### config.mk
export PLATFORM = sky130hd
export DESIGN_NAME = mbox_handoff
export DESIGN_NICKNAME = d
export VERILOG_FILES = /design/src/rtl/mbox_pkg.sv /design/src/rtl/hoff_fsm.sv /design/src/rtl/mbox_regs.sv /design/src/rtl/mbox_handoff.sv
export SDC_FILE = /design/constraint.sdc
export NUM_CORES = 1
export LEC_CHECK = 0
export ABC_AREA = 1
export BUFFER_PORTS_ARGS = -buffer_cell sky130_fd_sc_hd__buf_2
export CELL_PAD_IN_SITES_DETAIL_PLACEMENT = 1
export CELL_PAD_IN_SITES_GLOBAL_PLACEMENT = 2
export CORE_MARGIN = 2
export CORE_UTILIZATION = 28
export CTS_CLUSTER_DIAMETER = 120
export DETAILED_ROUTE_END_ITERATION = 7
export HOLD_SLACK_MARGIN = 0.1
export PLACE_DENSITY_LB_ADDON = 0.15
export SETUP_SLACK_MARGIN = 0.15
export SYNTH_ARGS = -nofsm -noshare
export SYNTH_HDL_FRONTEND = slang
export SYNTH_HIERARCHICAL = 1
export SYNTH_SLANG_ARGS = --single-unit
### constraint.sdc
create_clock -name clk -period 2 [get_ports clk]
set_clock_uncertainty 0.1 [all_clocks]
set_input_delay 0.5 -clock clk [delete_from_list [all_inputs] [get_ports clk]]
set_output_delay 0.5 -clock clk [all_outputs]
set_load 0.005 [all_outputs]
### src/rtl/mbox_pkg.sv
package mbox_pkg;

    typedef enum logic [1:0] {
        OWN_SVC    = 2'd0,
        GAP_TO_REQ = 2'd1,
        OWN_REQ    = 2'd2,
        GAP_TO_SVC = 2'd3
    } own_state_e;

    typedef enum logic [1:0] {
        ST_PENDING = 2'd0,
        ST_DONE    = 2'd1,
        ST_ERROR   = 2'd2,
        ST_BADCMD  = 2'd3
    } status_e;

endpackage

### src/rtl/hoff_fsm.sv
module hoff_fsm
    import mbox_pkg::*;
(
    input  logic clk,
    input  logic rst_n,
    input  logic req_hoff,
    input  logic svc_hoff,
    output logic run_req,
    output logic run_svc,
    output logic req_release
);

    own_state_e state_q, state_d;

    always_ff @(posedge clk or negedge rst_n) begin
        if (!rst_n) state_q <= OWN_SVC;
        else        state_q <= state_d;
    end

    always_comb begin
        state_d = state_q;
        unique case (state_q)
            OWN_SVC:    if (svc_hoff) state_d = GAP_TO_REQ;
            GAP_TO_REQ: state_d = OWN_REQ;
            OWN_REQ:    if (req_hoff) state_d = GAP_TO_SVC;
            GAP_TO_SVC: state_d = OWN_SVC;
        endcase
    end

    always_comb begin
        run_req     = 1'b0;
        run_svc     = 1'b0;
        req_release = 1'b0;
        unique case (state_q)
            OWN_SVC: run_svc = 1'b1;
            OWN_REQ: begin
                run_req     = 1'b1;
                req_release = req_hoff;
            end
            GAP_TO_REQ, GAP_TO_SVC: ;
        endcase
    end


    run_mutex_chk: assert property (@(posedge clk) disable iff (!rst_n)
        !(run_req && run_svc));


    req_gap_chk: assert property (@(posedge clk) disable iff (!rst_n)
        run_req |=> !run_svc);


    svc_gap_chk: assert property (@(posedge clk) disable iff (!rst_n)
        run_svc |=> !run_req);


    single_gap_chk: assert property (@(posedge clk) disable iff (!rst_n)
        (!run_req && !run_svc) |=> (run_req || run_svc));


    svc_strobe_ign_chk: assert property (@(posedge clk) disable iff (!rst_n)
        (run_req && svc_hoff && !req_hoff) |=> run_req);


    req_strobe_ign_chk: assert property (@(posedge clk) disable iff (!rst_n)
        (run_svc && req_hoff && !svc_hoff) |=> run_svc);

endmodule

### src/rtl/mbox_regs.sv
module mbox_regs
    import mbox_pkg::*;
#(
    parameter int DATA_W   = 8,
    parameter int NUM_ARGS = 2,
    parameter int ADDR_W   = 2
) (
    input  logic              clk,
    input  logic              rst_n,
    input  logic              req_en,
    input  logic              svc_en,
    input  logic              clr_status,
    input  logic              req_we,
    input  logic [ADDR_W-1:0] req_addr,
    input  logic [DATA_W-1:0] req_wdata,
    input  logic              svc_we,
    input  logic [ADDR_W-1:0] svc_addr,
    input  logic [DATA_W-1:0] svc_wdata,
    input  logic [ADDR_W-1:0] req_raddr,
    input  logic [ADDR_W-1:0] svc_raddr,
    output logic [DATA_W-1:0] req_rdata,
    output logic [DATA_W-1:0] svc_rdata,
    output logic [1:0]        status_q
);

    localparam int BODY_N = NUM_ARGS + 1;
    localparam logic [ADDR_W-1:0] STAT_SLOT = '0;

    logic [DATA_W-1:0] body_q [BODY_N];
    logic              req_wr_ok, svc_wr_ok;

    assign req_wr_ok = req_en && req_we;
    assign svc_wr_ok = svc_en && svc_we;

    generate
        for (genvar i = 0; i < BODY_N; i++) begin : g_word
            localparam logic [ADDR_W-1:0] SLOT = ADDR_W'(i + 1);
            always_ff @(posedge clk or negedge rst_n) begin
                if (!rst_n)
                    body_q[i] <= '0;
                else if (svc_wr_ok && svc_addr == SLOT)
                    body_q[i] <= svc_wdata;
                else if (req_wr_ok && req_addr == SLOT)
                    body_q[i] <= req_wdata;
            end
        end
    endgenerate

    always_ff @(posedge clk or negedge rst_n) begin
        if (!rst_n)
            status_q <= ST_PENDING;
        else if (clr_status)
            status_q <= ST_PENDING;
        else if (svc_wr_ok && svc_addr == STAT_SLOT)
            status_q <= svc_wdata[1:0];
    end

    always_comb begin
        req_rdata = '0;
        svc_rdata = '0;
        if (req_raddr == STAT_SLOT) req_rdata = {{(DATA_W-2){1'b0}}, status_q};
        if (svc_raddr == STAT_SLOT) svc_rdata = {{(DATA_W-2){1'b0}}, status_q};
        for (int k = 0; k < BODY_N; k++) begin
            if (req_raddr == ADDR_W'(k + 1)) req_rdata = body_q[k];
            if (svc_raddr == ADDR_W'(k + 1)) svc_rdata = body_q[k];
        end
    end

    logic [BODY_N*DATA_W-1:0] body_flat;
    always_comb begin
        for (int k = 0; k < BODY_N; k++)
            body_flat[k*DATA_W +: DATA_W] = body_q[k];
    end


    halted_body_chk: assert property (@(posedge clk) disable iff (!rst_n)
        (!req_en && !svc_en) |=> $stable(body_flat));


    halted_status_chk: assert property (@(posedge clk) disable iff (!rst_n)
        (!req_en && !svc_en) |=> $stable(status_q));


    req_status_keep_chk: assert property (@(posedge clk) disable iff (!rst_n)
        (req_en && !clr_status) |=> $stable(status_q));

endmodule

### src/rtl/mbox_handoff.sv
module mbox_handoff
    import mbox_pkg::*;
#(
    parameter int DATA_W   = 8,
    parameter int NUM_ARGS = 2,
    localparam int ADDR_W  = $clog2(NUM_ARGS + 2)
) (
    input  logic              clk,
    input  logic              rst_n,
    input  logic              req_we,
    input  logic [ADDR_W-1:0] req_addr,
    input  logic [DATA_W-1:0] req_wdata,
    input  logic              req_hoff,
    input  logic [ADDR_W-1:0] req_raddr,
    output logic [DATA_W-1:0] req_rdata,
    output logic              run_req,
    input  logic              svc_we,
    input  logic [ADDR_W-1:0] svc_addr,
    input  logic [DATA_W-1:0] svc_wdata,
    input  logic              svc_hoff,
    input  logic [ADDR_W-1:0] svc_raddr,
    output logic [DATA_W-1:0] svc_rdata,
    output logic              run_svc
);

    logic       req_release;
    logic [1:0] status_q;

    hoff_fsm u_fsm (
        .clk         (clk),
        .rst_n       (rst_n),
        .req_hoff    (req_hoff),
        .svc_hoff    (svc_hoff),
        .run_req     (run_req),
        .run_svc     (run_svc),
        .req_release (req_release)
    );

    mbox_regs #(
        .DATA_W   (DATA_W),
        .NUM_ARGS (NUM_ARGS),
        .ADDR_W   (ADDR_W)
    ) u_regs (
        .clk        (clk),
        .rst_n      (rst_n),
        .req_en     (run_req),
        .svc_en     (run_svc),
        .clr_status (req_release),
        .req_we     (req_we),
        .req_addr   (req_addr),
        .req_wdata  (req_wdata),
        .svc_we     (svc_we),
        .svc_addr   (svc_addr),
        .svc_wdata  (svc_wdata),
        .req_raddr  (req_raddr),
        .svc_raddr  (svc_raddr),
        .req_rdata  (req_rdata),
        .svc_rdata  (svc_rdata),
        .status_q   (status_q)
    );


    pending_on_handoff_chk: assert property (@(posedge clk) disable iff (!rst_n)
        (run_req && req_hoff) |=> (status_q == ST_PENDING));

endmodule

* Word-level counts from Yosys, hierarchy flattened *
Index checks and enable logic that the tools add are counted.

storage, ports and cells
  flip-flop bits (word level) = 28
  output and inout bits = 18
  logic and storage cells = 62

operators by class
  equality and inequality tests = 17
  multiplexer cells = 22
  reduce and logical (&&, ||, !) cells = 18

operators by type and width
  cell                number
  $mux 8              12
  $eq 2x2->1 const B  10
  $mux 2              6
  $eq 2x1->1 const B  5
  $logic_and 1x1->1   9
  $logic_not 2->1     4
  $pmux 2 s4          1
  $reduce_bool 2->1   4
  $ne 2x2->1 const B  2
  $mux 1              3
  $reduce_and 2->1    1

* Logic depth before layout (Yosys ltp) *
Gate-level depths: netlist of the first run.

  word-level depth = 6
  depth in mapped cells = 9

* Modules after synthesis *
The synthesis of the first run kept the hierarchy.

by module, submodules not included
  module     instances  cells each  area each (µm²)  seq. area each (µm²)
  mbox_regs  1          277         1,766.7          650.6
  hoff_fsm   1          22          150.1            50.0

* Worst setup path before layout of the first run *
OpenSTA, ideal clock, no wires.

  kind = input port to output port
  from = input port req_raddr[1]
  to = output port req_rdata[0]
  arrival = 1,012 ps
  slack = 388 ps
  stages on the path = 4
  cell sequence = inv_1 -> nor2_1 -> nand2_1 -> nand4_1

on the way
  longest elaborated chain between the ends = 5
  elaborated cells on any way between the ends = 8

ends and longest elaborated chain
  element               line                source
  start, declared       mbox_handoff.sv:14  input logic [ADDR_W-1:0] req_raddr,
  $logic_not 2->1       mbox_regs.sv:61     if (req_raddr == STAT_SLOT) req_rdata = {{(DATA_W-2){1'b0}}, status_q};
  $mux 2                mbox_regs.sv:61
  $mux 8 (2 in series)  mbox_regs.sv:64     if (req_raddr == ADDR_W'(k + 1)) req_rdata = body_q[k];
  $mux 8 (*)            mbox_regs.sv:64
  end, declared         mbox_handoff.sv:15  output logic [DATA_W-1:0] req_rdata,

Every way passes the cells marked *; elsewhere a longest branch is shown, timed or not.

* Worst setup path in the final report of the first run *
  from = register u_fsm.state_q[0]
  to = output port run_req

on the way
  longest elaborated chain between the ends = 2

ends and longest elaborated chain
  element                 line                source
  start, declared         hoff_fsm.sv:13      own_state_e state_q, state_d;
  start signal, assigned  hoff_fsm.sv:17      else state_q <= state_d;
  $eq 2x2->1              hoff_fsm.sv:34      unique case (state_q)
  $mux 1                  hoff_fsm.sv:34
  end, declared           mbox_handoff.sv:16  output logic run_req,

Every way passes these cells.

==> results of run 1 <==
-- stage by stage --
stage	cells	instance area (um^2)
finish	443	2440
global placement	438	2330
floorplan	299	1920
detailed placement	438	2330
CTS	441	2390
global route	443	2440
-- final cells by class --
type / count / area [um^2]
clock buffers: 3 / 41.3
multi-input cells: 230 / 1070
well taps: 80 / 100
fillers: 902 / 4280
flip-flops and latches: 28 / 701
repair buffers: 64 / 375
inverters: 38 / 148
-- what timing repair did --
action	4_1_cts	5_1_grt
resized for setup	7	14
setup buffers	0	2
setup endpoints to repair	16	29
pin swaps	0	3
-- sequential cells by signal (all words and copies together), names as in the netlist --
name,cells
u_regs/body_flat,24
u_regs/status_q,2
u_fsm/state_q,2
-- synth_stat cells --
master / count / share of area, %
nand2_1: 122 / 24
nand3_1: 83 / 22
inv_1: 36 / 7.0
dfrtp_1: 28 / 37
nor2_1: 8 / 1.6
nand2_2: 5 / 1.6
nand4_1: 5 / 1.6
ha_1: 2 / 1.3
inv_2: 2 / 0.39
nor2_4: 2 / 1.2
buf_2: 1 / 0.26
buf_6: 1 / 0.59
clkbuf_8: 1 / 0.72
nand2_4: 1 / 0.59
nand4_2: 1 / 0.65
nor2_2: 1 / 0.33
-- routing by layer --
layer | up-vias | wire [um]
li1 | 1089 | -
met1 | 983 | 3310
met2 | 38 | 3010
met3 | 4 | 191
met4 | 0 | 51
met5 | - | 0
-- worst paths after layout --
kind | slack, ns | startpoint | cells past startpoint | to
max reg2reg | 0.32 | u_fsm/state_q[0] | 8 | u_regs/body_flat[20]
max | 0.21 | u_fsm/state_q[0] | 4 | run_req
min in group clk | 0.37 | svc_wdata[5] | 3 | u_regs/body_flat[13]
max in group asynchronous | 1.24 | rst_n | 1 | u_regs/body_flat[18]
min | 0.13 | rst_n | 1 | u_regs/status_q[1]
min reg2reg | 0.43 | u_regs/body_flat[16] | 2 | u_regs/body_flat[16]
-- critical path: stages (launching register included) --
cell     delay (ns)
dfrtp_1        0.40
inv_2          0.07
ha_2           0.19
buf_4          0.14
buf_2          0.11
-- cells in the final DEF (no fill, tap or decap) --
cell / n
nor2_4: 5
nand2_1: 121
nand3_1: 83
nand4_2: 1
inv_2: 7
buf_4: 17
dfrtp_1: 28
nand2_2: 6
inv_1: 29
nor2_1: 5
nand2_4: 1
nor2_2: 1
inv_4: 2
ha_2: 1
buf_2: 45
clkbuf_8: 3
nand4_1: 5
buf_6: 2
ha_1: 1
-- logic make-up after synthesis --
kind of cell / Yosys count / synth area share (%)
adder cells (fa/ha/maj): 2 / 1.31
buffers and inverters: 41 / 9.01
flip-flops: 28 / 36.6
AND/OR/NAND/NOR: 228 / 53.1
-- report_power, final --
group	switching, mW	internal [mW]
sequential	0.248	0.829
combinational	0.596	0.489
clock	0.169	0.135
==> results.cfg, run 1 <==
[outcome]
status = completed

[place]
hpwl_mm = 5.32
place_ws_ns = -0.0672
routabilityCongestion = 0.818
portBuffers = 47

[cells_and_area]
synthToLayoutAreaGrowth_pct = 27.1
fin_util_pct = 36.3
layout.nets = 397
drive_above_1_share_pct = 25.1
n_antenna_cell = 0

[grt]
grtUsageTotal_pct = 19.3
grt_pass1_wl_mm = 11.3
grt_use_met2_pct = 31.6
met1_usage_pct = 28.0
overflow = 0
grt_pass1_vias = 2206
grt_max_degree = 29
grtUsageMet3_pct = 1.33
grt-busiest-layer = met2
antenna_found_initial = 0

[job]
maxCapViolCount = 0

[logic_synthesis]
yosys_warnings = 6
yosysSeqAreaShare_pct = 36.6
synth_nets = 331
netlist-cell-type-count = 16
netlist_instances = 299
synthesis.area_um2 = 1920
synth_area_per_cell_um2 = 6.41
ys_ff_latch = 28

[power]
vdd_drop_max_mv = 0.420
p_leak_nw = 1.41
power.density_nw_per_um2 = 1010
power_mw = 2.46

[setup_path]
arrival_ns = 1.19
crit_path_max_fanout = 5
start_kind = register
path_class = register to output port
cp-end-kind = output port
required_ns = 1.40

[sta]
slew_violations = 0
period_minus_slack_ns = 1.79
max_freq_mhz = 559
slew_headroom_pct = 57.9
setup_viol = 0
rsz0062_at_grt = yes
fin_hold_ws_ns = 0.134
worst_pin_slew_ns = 0.632
tns_ns = 0
worst_slack_ns = 0.211
hold_viol_final = 0
fin_crit_sh_pct = 89.4

[drt]
drtPass1Iterations = 4
vias_per_cell = 4.77
postRouteAntennaNets = 0
wire_per_inst_um = 14.8
drt_iter0_drc = 53
drt-total-wl_mm = 6.56
num_vias = 2114
drc = 0

[die]
dieArea_um2 = 7520
core-area_um2 = 6720
ioPinCount = 48
rows = 30
start_util_pct = 28.5
die_x_um = 86.7
die_h_um = 86.7

[clocking]
hold_buffers = 0
clock_sinks = 28
root_buffer = clkbuf_8
clkSlewWorstSetupHoldPaths_ns = 0.10
cts_inserted_buffers = 3
cts_tree = done
worstSkewPairLatency_ns = 0.27
htreeDepth = 1
cts.path.max_buffers = 2

[min_path]
min_path_type = input port to asynchronous set/reset pin
Power figures use the tool's default switching activity.
==> run 2: changes to the inputs <==
- CORE_UTILIZATION: 28 -> 30
- clock period: 2 -> 2.1 ns (I/O delays scaled with it)
==> run 2 against run 1 <==
  * First-iteration DRC count rose by 28%
  * Die area fell by 6.4%
  * Combinational power fell by 8%
  * Core utilization rose by 2.2 points
  * Routed wire length rose by 2.2%
  * Critical path type is now input port to output port
==> results.cfg, run 2 (synthesis gave the netlist of run 1 again) <==
[outcome]
status = completed

[job]
maxCapViolCount = 0

[cells_and_area]
final_cell_mix = nand2_1 (118), nand3_1 (83), buf_2 (45)
final_area_um2 = 2410
layout_commonest_cell = nand2_1
stdcell_count = 437
drive_above_1_share_pct = 23.9
synthToLayoutAreaGrowth_pct = 26.0
n_antenna_cell = 0
largest_register_ffs = 24
layout.nets = 394

[die]
die_h_um = 83.9
ioPinCount = 48
dieArea_um2 = 7050
core-area_um2 = 6280
die_x_um = 83.9
rows = 29
start_util_pct = 30.5

[setup_path]
crit_start = svc_raddr[1]
start_kind = input port
r2r_setup_slack_ns = 0.37
max_stage_delay_ns = 0.22
cp-end-kind = output port
reg2regPathDepth = 8
worstReg2RegStart = u_fsm/state_q[0]
crit_chain = buf_6 > nand2_4 > clkinvlp_4 > nand2_1 > nand4_1 > buf_2
path_depth = 6
required_ns = 1.47
crit_buf_inv = 3
arrival_ns = 1.26
crit_family = buffers and inverters
path_class = input port to output port
critPathSlowestCell = clkinvlp_4
crit_path_end = svc_rdata[0]
r2r-end = u_regs/body_flat[7]
crit_path_max_fanout = 8

[drt]
drt-total-wl_mm = 6.70
num_vias = 2165
postRouteAntennaNets = 0
drt_iter0_drc = 68
wire_per_inst_um = 15.3
drc = 0
vias_per_cell = 4.95
drtPass1Iterations = 4

[grt]
grtUsageTotal_pct = 20.1
overflow = 0
grt_pass1_vias = 2192
antenna_found_initial = 0
grt_max_degree = 29
grt_pass1_wl_mm = 11.1

[clocking]
clock_sinks = 28
cts.path.max_buffers = 2
htreeDepth = 1
root_buffer = clkbuf_8
clkSlewWorstSetupHoldPaths_ns = 0.10
cts_tree = done
cts_inserted_buffers = 3
worstSkewPairLatency_ns = 0.27

[sta]
max_freq_mhz = 530
hold_viol_final = 0
fin_hold_ws_ns = 0.179
slew_violations = 0
slew_headroom_pct = 54.6
worst_pin_slew_ns = 0.681
period_minus_slack_ns = 1.89
tns_ns = 0
fin_crit_sh_pct = 89.9
rsz0062_at_grt = no
setup_viol = 0

[place]
placedCellCount = 434
placed_area_um2 = 2320
hpwl_mm = 5.06
portBuffers = 47
routabilityCongestion = 0.814

[power]
p_int_mw = 1.35
vdd_drop_max_mv = 0.419
p_comb_share_pct = 43.2
p_sw_mw = 0.945
power.density_nw_per_um2 = 952
p_leak_nw = 1.40
pwr-share-clk_pct = 13.0
swShare_pct = 41.1
seqPwrFrac_pct = 43.7

[min_path]
min_path_type = input port to asynchronous set/reset pin
-- run 2: cell types whose count changed in the layout (fill, tap and decap cells not counted), moves of 2 or more --
cell     previous run  this run
nor2_4              5         3
buf_4              17        13
nand2_1           121       118
inv_1              29        32
inv_2               7         3
nand2_2             6         8
-- run 2: worst min path at each step --
stage                           from                    to  slack, ns  cells after the start
floorplan                      rst_n      u_fsm/state_q[0]       0.13                      0
global placement    u_fsm/state_q[0]      u_fsm/state_q[0]       0.36                      2
detailed placement  u_fsm/state_q[0]      u_fsm/state_q[0]       0.36                      2
CTS                            rst_n  u_regs/body_flat[16]       0.20                      1
global route                   rst_n  u_regs/body_flat[16]       0.22                      1
finish                         rst_n  u_regs/body_flat[14]       0.18                      1
-- run 2: metal layers --
layer / wire length (um) / GRT usage (%)
met1: 3190 / 27.2
met2: 3110 / 33.5
met3: 247 / 2.87
met4: 151 / 5.57
met5: 0 / 0
-- run 2: worst reg2reg max path: stages (launching register included) --
cell and delay, ns:
dfrtp_1 0.35, inv_1 0.06, ha_1 0.23, nand2_1 0.15
inv_1 0.07, nand2_2 0.22, nand2_1 0.26, nand3_1 0.14
nand2_1 0.05
-- run 2: through the flow --
stage | power (mW) | setup WS, ns | util (%)
after floorplan | 1.58 | 0.438 | -
after global placement | 1.98 | -0.0721 | 37.0
after detailed placement | 2.00 | -0.134 | 37.0
after CTS | 2.31 | 0.153 | 37.9
after global routing | 2.53 | 0.144 | 38.5
final | 2.30 | 0.212 | 38.5
-- run 2: final cells by class --
cell class	count	area, um^2
Clock buffer	3	41.3
Sequential cell	28	701
Multi-Input combinational cell	230	1070
Fill cell	854	3860
Inverter	38	151
Tap cell	77	96.3
Timing Repair Buffer	61	357
-- run 2: power groups by stage --
stage                     Clock [mW]  Sequential [mW]  Combinational, mW
after global routing           0.342             1.04               1.15
after floorplan                    0            0.940              0.643
after CTS                      0.313             1.00               1.00
after global placement             0             1.01              0.969
after detailed placement           0             1.01              0.992
final                          0.300             1.01              0.993
-- run 2: what timing repair did --
action                                  CTS  global route
pin swaps                                 0             3
hold buffers                              0             0
gates cloned                              0             0
resized for setup                         6            11
endpoints found under the setup margin    9            15
buffers inserted                          0             0
